$ cat config.mk
export PLATFORM = sky130hd
export DESIGN_NAME = keyed_wdog
export DESIGN_NICKNAME = d
export VERILOG_FILES = /design/src/rtl/wdk_pkg.sv /design/src/rtl/wdk_cfg.sv /design/src/rtl/wdk_chain.sv /design/src/rtl/wdk_keys.sv /design/src/rtl/wdk_stretch.sv /design/src/rtl/keyed_wdog.sv
export SDC_FILE = /design/constraint.sdc
export NUM_CORES = 1
export LEC_CHECK = 0
export CAP_MARGIN = 40
export CORE_UTILIZATION = 42
export CTS_CLUSTER_DIAMETER = 60
export CTS_CLUSTER_SIZE = 24
export DETAILED_ROUTE_END_ITERATION = 8
export PLACE_DENSITY = 0.58
export SYNTH_ARGS = -nofsm -noshare
export SYNTH_HDL_FRONTEND = slang
export SYNTH_SLANG_ARGS = --single-unit
$ cat constraint.sdc
create_clock -name clk -period 3.9 [get_ports clk]
set_input_delay 1.17 -clock clk [delete_from_list [all_inputs] [get_ports clk]]
set_output_delay 1.17 -clock clk [all_outputs]
set_load 0.005 [all_outputs]
$ cat src/rtl/wdk_pkg.sv
package wdk_pkg;

  localparam logic [15:0] KEY_FIRST  = 16'hA5C6;
  localparam logic [15:0] KEY_SECOND = 16'hDA7E;
  localparam logic [1:0]  MODE_WDOG  = 2'd2;

  typedef enum logic [2:0] {
    WS_IDLE  = 3'd0,
    WS_PRE   = 3'd1,
    WS_RUN   = 3'd2,
    WS_SVC   = 3'd3,
    WS_FIRED = 3'd4
  } wd_state_t;

  // Configuration word decode: mode field and both release bits.
  function automatic logic cfg_allows_arming(input logic [1:0] mode, input logic [1:0] rel);
    return (mode == MODE_WDOG) && (rel == 2'b11);
  endfunction

  // Cycles from arming to a reset request, for a count C and a period P.
  function automatic longint unsigned cycles_to_expiry(input longint unsigned c,
                                                       input longint unsigned p);
    return p - c + 64'd1;
  endfunction

endpackage

$ cat src/rtl/wdk_cfg.sv
module wdk_cfg #(
  parameter int DATA_W   = 32,
  parameter int ADDR_W   = 8,
  parameter int HALF_W   = 32,
  parameter int NHALF    = 2,
  parameter int CNT_BASE = 'h00,
  parameter int PRD_BASE = 'h08,
  parameter int CFG_ADDR = 'h10,
  parameter int CTL_ADDR = 'h28
) (
  input  logic                     clk,
  input  logic                     rst_n,
  input  logic                     bus_wr,
  input  logic [ADDR_W-1:0]        bus_addr,
  input  logic [DATA_W-1:0]        bus_wdata,
  input  logic                     idle,
  output logic [HALF_W*NHALF-1:0]  period,
  output logic [NHALF-1:0]         cnt_ld,
  output logic [HALF_W-1:0]        cnt_ld_data,
  output logic                     cfg_ok,
  output logic                     ctl_wr
);
  import wdk_pkg::*;

  localparam int STRIDE = 4;

  logic [1:0] mode_q;
  logic [1:0] rel_q;
  logic       cfg_hit;

  assign cfg_hit     = bus_wr && (bus_addr == ADDR_W'(CFG_ADDR));
  assign ctl_wr      = bus_wr && (bus_addr == ADDR_W'(CTL_ADDR));
  assign cnt_ld_data = bus_wdata[HALF_W-1:0];
  assign cfg_ok      = cfg_allows_arming(mode_q, rel_q);

  always_ff @(posedge clk or negedge rst_n) begin
    if (!rst_n) begin
      mode_q <= '0;
      rel_q  <= '0;
    end else if (cfg_hit && idle) begin
      mode_q <= bus_wdata[3:2];
      rel_q  <= bus_wdata[1:0];
    end
  end

  for (genvar g = 0; g < NHALF; g++) begin : g_half
    localparam int PRD_OFF = PRD_BASE + STRIDE * g;
    localparam int CNT_OFF = CNT_BASE + STRIDE * g;
    logic [HALF_W-1:0] prd_q;
    logic              prd_hit;

    assign prd_hit = bus_wr && (bus_addr == ADDR_W'(PRD_OFF));
    assign cnt_ld[g] = idle && bus_wr && (bus_addr == ADDR_W'(CNT_OFF));

    always_ff @(posedge clk or negedge rst_n) begin
      if (!rst_n)              prd_q <= '0;
      else if (prd_hit && idle) prd_q <= bus_wdata[HALF_W-1:0];
    end

    assign period[g*HALF_W +: HALF_W] = prd_q;
  end

  // once out of idle, the period holds.
  a_r11_period_locked: assert property (@(posedge clk) disable iff (!rst_n)
    !idle |=> $stable(period));

  // the configuration holds once out of idle.
  a_r11_cfg_locked: assert property (@(posedge clk) disable iff (!rst_n)
    !idle |=> ($stable(mode_q) && $stable(rel_q)));

endmodule

$ cat src/rtl/wdk_chain.sv
module wdk_chain #(
  parameter int HALF_W = 32,
  parameter int NHALF  = 2
) (
  input  logic                    clk,
  input  logic                    rst_n,
  input  logic                    run,
  input  logic                    clear,
  input  logic [NHALF-1:0]        ld,
  input  logic [HALF_W-1:0]       ld_data,
  input  logic [HALF_W*NHALF-1:0] period,
  output logic [HALF_W*NHALF-1:0] count,
  output logic                    expire
);
  localparam int CNT_W = HALF_W * NHALF;

  logic [NHALF:0] carry;
  assign carry[0] = run;

  for (genvar g = 0; g < NHALF; g++) begin : g_seg
    logic [HALF_W-1:0] seg_q;

    assign carry[g+1] = carry[g] && (&seg_q);

    always_ff @(posedge clk or negedge rst_n) begin
      if (!rst_n)        seg_q <= '0;
      else if (clear)    seg_q <= '0;
      else if (ld[g])    seg_q <= ld_data;
      else if (carry[g]) seg_q <= seg_q + HALF_W'(1);
    end

    assign count[g*HALF_W +: HALF_W] = seg_q;
  end

  assign expire = run && (count == period);

  // the count advances by exactly one per armed cycle.
  a_r6_count_step: assert property (@(posedge clk) disable iff (!rst_n)
    (run && !clear && (ld == '0)) |=> (count == $past(count) + CNT_W'(1)));

  // a service clears the count.
  a_r7_clear_zero: assert property (@(posedge clk) disable iff (!rst_n)
    clear |=> (count == '0));

endmodule

$ cat src/rtl/wdk_keys.sv
module wdk_keys (
  input  logic                clk,
  input  logic                rst_n,
  input  logic                ctl_wr,
  input  logic [15:0]         key,
  input  logic                en_in,
  input  logic                cfg_ok,
  input  logic                expire,
  output wdk_pkg::wd_state_t  state,
  output logic                idle,
  output logic                run,
  output logic                svc_clear,
  output logic                fire
);
  import wdk_pkg::*;

  wd_state_t state_q, state_d;
  logic      en_q;

  always_comb begin
    state_d   = state_q;
    svc_clear = 1'b0;
    unique case (state_q)
      WS_IDLE: begin
        if (ctl_wr && key == KEY_FIRST && (en_in || en_q) && cfg_ok)
          state_d = WS_PRE;
      end
      WS_PRE: begin
        if (ctl_wr) state_d = (key == KEY_SECOND) ? WS_RUN : WS_IDLE;
      end
      WS_RUN: begin
        if (expire)      state_d = WS_FIRED;
        else if (ctl_wr) state_d = (key == KEY_FIRST) ? WS_SVC : WS_FIRED;
      end
      WS_SVC: begin
        if (expire) state_d = WS_FIRED;
        else if (ctl_wr) begin
          if (key == KEY_SECOND) begin
            state_d   = WS_RUN;
            svc_clear = 1'b1;
          end else begin
            state_d = WS_FIRED;
          end
        end
      end
      default: state_d = WS_FIRED;
    endcase
  end

  always_ff @(posedge clk or negedge rst_n) begin
    if (!rst_n) begin
      state_q <= WS_IDLE;
      en_q    <= 1'b0;
    end else begin
      state_q <= state_d;
      if (state_q == WS_IDLE && state_d == WS_PRE) en_q <= 1'b1;
    end
  end

  assign state = state_q;
  assign idle  = (state_q == WS_IDLE);
  assign run   = (state_q == WS_RUN) || (state_q == WS_SVC);
  assign fire  = (state_q != WS_FIRED) && (state_d == WS_FIRED);

  a_r10_fired_holds: assert property (@(posedge clk) disable iff (!rst_n)
    (state_q == WS_FIRED) |=> (state_q == WS_FIRED));

  a_r8_bad_first_key: assert property (@(posedge clk) disable iff (!rst_n)
    (state_q == WS_RUN && ctl_wr && key != KEY_FIRST) |=> (state_q == WS_FIRED));

  a_r8_bad_second_key: assert property (@(posedge clk) disable iff (!rst_n)
    (state_q == WS_SVC && ctl_wr && key != KEY_SECOND) |=> (state_q == WS_FIRED));

  a_r3_gate: assert property (@(posedge clk) disable iff (!rst_n)
    (state_q == WS_IDLE && !cfg_ok) |=> (state_q == WS_IDLE));

  a_r4_pre_no_fire: assert property (@(posedge clk) disable iff (!rst_n)
    (state_q == WS_PRE) |=> (state_q != WS_FIRED));

  a_r5_en_sticky: assert property (@(posedge clk) disable iff (!rst_n)
    en_q |=> en_q);

endmodule

$ cat src/rtl/wdk_stretch.sv
module wdk_stretch #(
  parameter int LEN = 16
) (
  input  logic clk,
  input  logic rst_n,
  input  logic fire,
  output logic pulse
);
  localparam int CW = $clog2(LEN + 1);

  logic          busy_q;
  logic [CW-1:0] cnt_q;

  always_ff @(posedge clk or negedge rst_n) begin
    if (!rst_n) begin
      busy_q <= 1'b0;
      cnt_q  <= '0;
    end else if (fire && !busy_q) begin
      busy_q <= 1'b1;
      cnt_q  <= '0;
    end else if (busy_q) begin
      if (cnt_q == CW'(LEN - 1)) busy_q <= 1'b0;
      else                       cnt_q  <= cnt_q + CW'(1);
    end
  end

  assign pulse = busy_q;

  a_r9_pulse_len: assert property (@(posedge clk) disable iff (!rst_n)
    $fell(busy_q) |-> ($past(cnt_q) == CW'(LEN - 1)));

  a_r10_no_retrigger: assert property (@(posedge clk) disable iff (!rst_n)
    busy_q |-> !fire);

endmodule

$ cat src/rtl/keyed_wdog.sv
module keyed_wdog #(
  parameter int DATA_W    = 32,
  parameter int ADDR_W    = 8,
  parameter int HALF_W    = 32,
  parameter int NHALF     = 2,
  parameter int PULSE_LEN = 16,
  parameter int KEY_LSB   = 16,
  parameter int EN_BIT    = 14,
  parameter int CNT_BASE  = 'h00,
  parameter int PRD_BASE  = 'h08,
  parameter int CFG_ADDR  = 'h10,
  parameter int CTL_ADDR  = 'h28
) (
  input  logic              clk,
  input  logic              rst_n,
  input  logic              bus_wr,
  input  logic [ADDR_W-1:0] bus_addr,
  input  logic [DATA_W-1:0] bus_wdata,
  output logic              rst_req
);
  import wdk_pkg::*;

  localparam int CNT_W = HALF_W * NHALF;

  logic [CNT_W-1:0]  period;
  logic [CNT_W-1:0]  count;
  logic [NHALF-1:0]  cnt_ld;
  logic [HALF_W-1:0] cnt_ld_data;
  logic              cfg_ok, ctl_wr, idle, run, svc_clear, fire, expire;
  wd_state_t         state;

  wdk_cfg #(
    .DATA_W(DATA_W), .ADDR_W(ADDR_W), .HALF_W(HALF_W), .NHALF(NHALF),
    .CNT_BASE(CNT_BASE), .PRD_BASE(PRD_BASE), .CFG_ADDR(CFG_ADDR), .CTL_ADDR(CTL_ADDR)
  ) u_cfg (
    .clk(clk), .rst_n(rst_n), .bus_wr(bus_wr), .bus_addr(bus_addr),
    .bus_wdata(bus_wdata), .idle(idle), .period(period), .cnt_ld(cnt_ld),
    .cnt_ld_data(cnt_ld_data), .cfg_ok(cfg_ok), .ctl_wr(ctl_wr)
  );

  wdk_chain #(.HALF_W(HALF_W), .NHALF(NHALF)) u_chain (
    .clk(clk), .rst_n(rst_n), .run(run), .clear(svc_clear), .ld(cnt_ld),
    .ld_data(cnt_ld_data), .period(period), .count(count), .expire(expire)
  );

  wdk_keys u_keys (
    .clk(clk), .rst_n(rst_n), .ctl_wr(ctl_wr),
    .key(bus_wdata[KEY_LSB +: 16]), .en_in(bus_wdata[EN_BIT]),
    .cfg_ok(cfg_ok), .expire(expire), .state(state), .idle(idle),
    .run(run), .svc_clear(svc_clear), .fire(fire)
  );

  wdk_stretch #(.LEN(PULSE_LEN)) u_stretch (
    .clk(clk), .rst_n(rst_n), .fire(fire), .pulse(rst_req)
  );

  // a reset request only follows a firing.
  a_r1_req_needs_fire: assert property (@(posedge clk) disable iff (!rst_n)
    rst_req |-> (state == WS_FIRED));

  // the count cannot be loaded while armed.
  a_r11_no_load_armed: assert property (@(posedge clk) disable iff (!rst_n)
    run |-> (cnt_ld == '0));

endmodule

==> qor_table.md <==
| Parameter | This run |
| --- | --- |
| HPWL reported at the end of detailed placement | 19,500 um |
| CP arrival | 3.55 ns |
| Starting density of the core | 42.9% |
| Worst setup slack before clock tree synthesis | 0.215 ns |
| Yosys warning count | 0 |
| Met1 track demand over resource in global routing | 39.0% |
| Via count of the first global-routing pass | 6,652 |
| Crit path launch | bus_wdata[29] |
| Area growth, synth to finish | 17.4% |
| Outcome | completed |
| Post-CTS setup repair buffer count | 0 |
| First-pass GRT wire length | 40,900 um |
| CTS max path bufs | 2 |
| Critical Path Start Type | input pin |
| I/O Pins | 44 |
| Highest cell delay on the worst timing path | 0.54 ns |
| Worst vdd rail ir drop | 0.288 mV |
| X dimension of the die | 143 um |
| Layout cells sized above 1 | 16.4% |
| Crit path kind | in -> reg |
| Class of the tightest hold or removal check | reg -> reg |
| Dominant delay contributor by cell family on the critical path | simple AND/OR/NAND/NOR gates |
| Final global-route overflow total | 0 |
| Commonest cells after routing, fill and taps aside | 142 x dfrtp_1, 87 x nor2_1, 70 x nand2_1, 68 x mux2_2, 60 x xor2_1 |
| Area occupied by registers | 3550 um^2 |
| Synthesized net count | 902 |
| Vias per Instance | 5.94 |
| Endpoint kind of the worst setup timing path | flip-flop |
| Maximum number of pins on one net before global-route repair | 73 |
| Fillers | 1,834 |
| Antenna violations before repair | 0 |
| Detailed Route WL | 26,700 um |
| Share of power burned in the clock network | 43.3% |
| Clock root cell | clkbuf_16 |
| DRC viols | 0 |
| Summed instance area of the synthesized netlist | 8350 um^2 |
| Slew at the pin closest to its max-slew limit | 0.970 ns |
| # Max-Cap Violations | 0 |
| Antenna Violating Nets Remaining | 0 |
| Unique masters post-synth | 69 |
| Slew headroom | 34.8% |
| Post-synthesis sequential element count | 142 |
| Port-buffer cells | 43 |
| Start point of the worst hold path | u_keys.en_q |
| Post-Syn Instances | 855 |
| Hold EP | u_keys.en_q |
| Crit path setup slack, layout | 0.660 ns |
| Reg-to-reg startpoint | u_chain.g_seg[0].seg_q[15] |
| Full die area | 20,400 um^2 |
| Switching power | 1020 uW |
| Syn Area/Cell | 9.77 um^2 |
| Std-Cell Rows | 51 |
| H-tree levels | 4 |
| Area of the core | 19,500 um^2 |
| First-pass iteration count of the detailed router | 6 |
| Final weighted congestion in routability-driven placement | 0.981 |
| Met2 Usage GRT | 41.8% |
| Hold depth | 1 |
| Maximum fanout encountered on the critical timing path | 35 |
| Net switching fraction of the power | 27.3% |
| Reg2reg path depth | 7 |
| Total negative slack for setup checks | 0 ns |
| Sequential share of power | 44.9% |
| Proportion of synthesized chip area in sequential cells | 42.6% |
| Number of nets at the end of the flow | 957 |
| Setup clock skew after layout | 0.0120 ns |
| Clock slew at reported path FFs | 0.06 ns |
| R2R setup slack | 0.99 ns |
| Count of instances resized after the clock tree is built | 0 |
| Proportion of power drawn by combinational gates | 11.8% |
| Number of max-slew violations in the final report | 0 |
| Area occupied by multi-input gates | 4550 um^2 |
| Data required, critical path | 4.21 ns |
| Leading cell type in the layout, fill and taps excluded | dfrtp_1 |
| Routed vias | 7,051 |
| Cell at the slowest stage of the critical path | clkdlybuf4s50_1 |
| Number of hold buffers added after cts | 0 |
| Later-pin clock latency in the skew report | 0.44 ns |
| Peak clock frequency supported by timing | 0.309 GHz |
| Final count of hold timing violations | 0 |
| Global router's overall resource usage | 27.7% |
| Power density cells | 379 nW/um^2 |
| Met3 Use GR | 6.51% |
| Top FF cell, synth | dfrtp_1 |
| Final Cycle Share | 83.1% |
| DR WL/cell | 22.4 um |
| Setup violation total in the final timing report | 0 |
| Number of enable flip-flop cells after synthesis | 0 |
| Internal power of the cells | 2700 uW |
| Critical path buffers and inverters | 2 |
| Setup repair after global routing missed its margin | false |
| Clock tree from TritonCTS | done |
| Clock tree sinks | 142 |
| Vertical extent of the die | 143 um |
| Asr flop ratio synth | 100% |
| Leak | 0.00413 uW |
| Layer with the highest usage after global routing | met2 |
| Ordered cell list for the critical path | clkdlybuf4s50_1 -> nor4bb_1 -> nand4_1 -> or2_1 -> a41oi_4 -> buf_12 -> nor2_1 -> a211o_1 |
| TritonCTS Buffers | 17 |
| R2r endpoint | u_chain.g_seg[0].seg_q[29] |
| Iteration-0 DRC count of the detailed router | 681 |
| Antenna fix cells | 0 |
| Fin crit period | 3.24 ns |
[flip-flops by register name, indices dropped and copies added (netlist names)]
register             cells
u_cfg.mode_q             2
u_cfg.rel_q              2
u_stretch.pulse          1
u_cfg.g_half.prd_q      64
u_stretch.cnt_q          5
u_keys.en_q              1
u_keys.state             3
u_chain.g_seg.seg_q     64
[cells by family (layout without fill, tap and decap cells)]
kind of cell	Yosys count	count (layout)	share of synthesized area [%]
buf+inv	56	124	3.16
xor+xnor	90	90	9.44
simple gates	400	400	26.1
compound gates	93	93	8.74
mux	70	70	9.41
fa+ha+maj	4	4	0.599
flops	142	142	42.6
[synth_stat cells, types with 11 or more instances]
master,instances,share of area [%]
nor4_1,38,2.8
o31ai_1,18,1.6
nand2_1,70,3.1
xor2_1,60,6.3
nand3_1,30,1.8
and3_1,11,0.82
nor2b_1,27,2.0
a21oi_1,15,0.90
mux2_2,68,9.2
o21ai_0,13,0.78
nor3_1,36,2.2
inv_1,21,0.94
xnor2_1,30,3.1
nand4_1,36,2.7
clkbuf_1,17,0.76
nor2_1,88,4.0
dfrtp_1,142,43
[area by class of cell]
| cell class | count | area share [%] |
|---|---|---|
| timing repair buffer | 71 | 7.19 |
| multi-input combinational | 657 | 46.4 |
| sequential | 142 | 36.3 |
| clock buffer | 22 | 5.04 |
| inverter | 21 | 0.804 |
| clock inverter | 10 | 0.881 |
| tap | 265 | 3.38 |
[worst register-to-register path, delay by kind of cell, from the launching register on]
| family | cells | cell delay, ns |
|---|---|---|
| AOI/OAI and AO/OA | 2 | 0.67 |
| DFF | 1 | 0.47 |
| and+or+nand+nor | 5 | 1.70 |
[layer usage]
layer	vias up	part of all wire [%]
met3	42	8.1
met2	261	45
li1	3235	-
met1	3513	44
met5	-	0
met4	0	2.5
[through the flow]
step / hold slack [ns] / util, % / instance area, um^2 / total power, uW / cells
final: 0.482 / 50.4 / 9800 / 3720 / 1188
after global routing: 0.501 / 50.4 / 9800 / 3850 / 1188
after CTS: 0.478 / 50.4 / 9800 / 3740 / 1188
after detailed placement: 0.462 / 47.4 / 9220 / 2130 / 1156
after global placement: 0.450 / 47.4 / 9220 / 2120 / 1156
after floorplan: 0.442 / - / 8350 / 1900 / 855
[power groups by stage]
stage	clock, uW	combinational [uW]	sequential [uW]
after detailed placement	0	435	1690
after CTS	1640	437	1670
final	1610	440	1670
after global routing	1690	480	1680
after floorplan	0	248	1650
after global placement	0	434	1690
[worst max-delay path by stage]
stage	endpoint	slack, ns	cells after the start
after floorplan	u_chain.g_seg[0].seg_q[30]	0.97	8
after global placement	u_chain.g_seg[0].seg_q[16]	0.22	8
after detailed placement	u_chain.g_seg[0].seg_q[21]	0.21	8
after CTS	u_chain.g_seg[0].seg_q[15]	0.66	8
after global routing	u_chain.g_seg[0].seg_q[22]	0.49	9
final	u_chain.g_seg[0].seg_q[15]	0.66	8
Note: power is estimated with default switching activity, not from simulation.
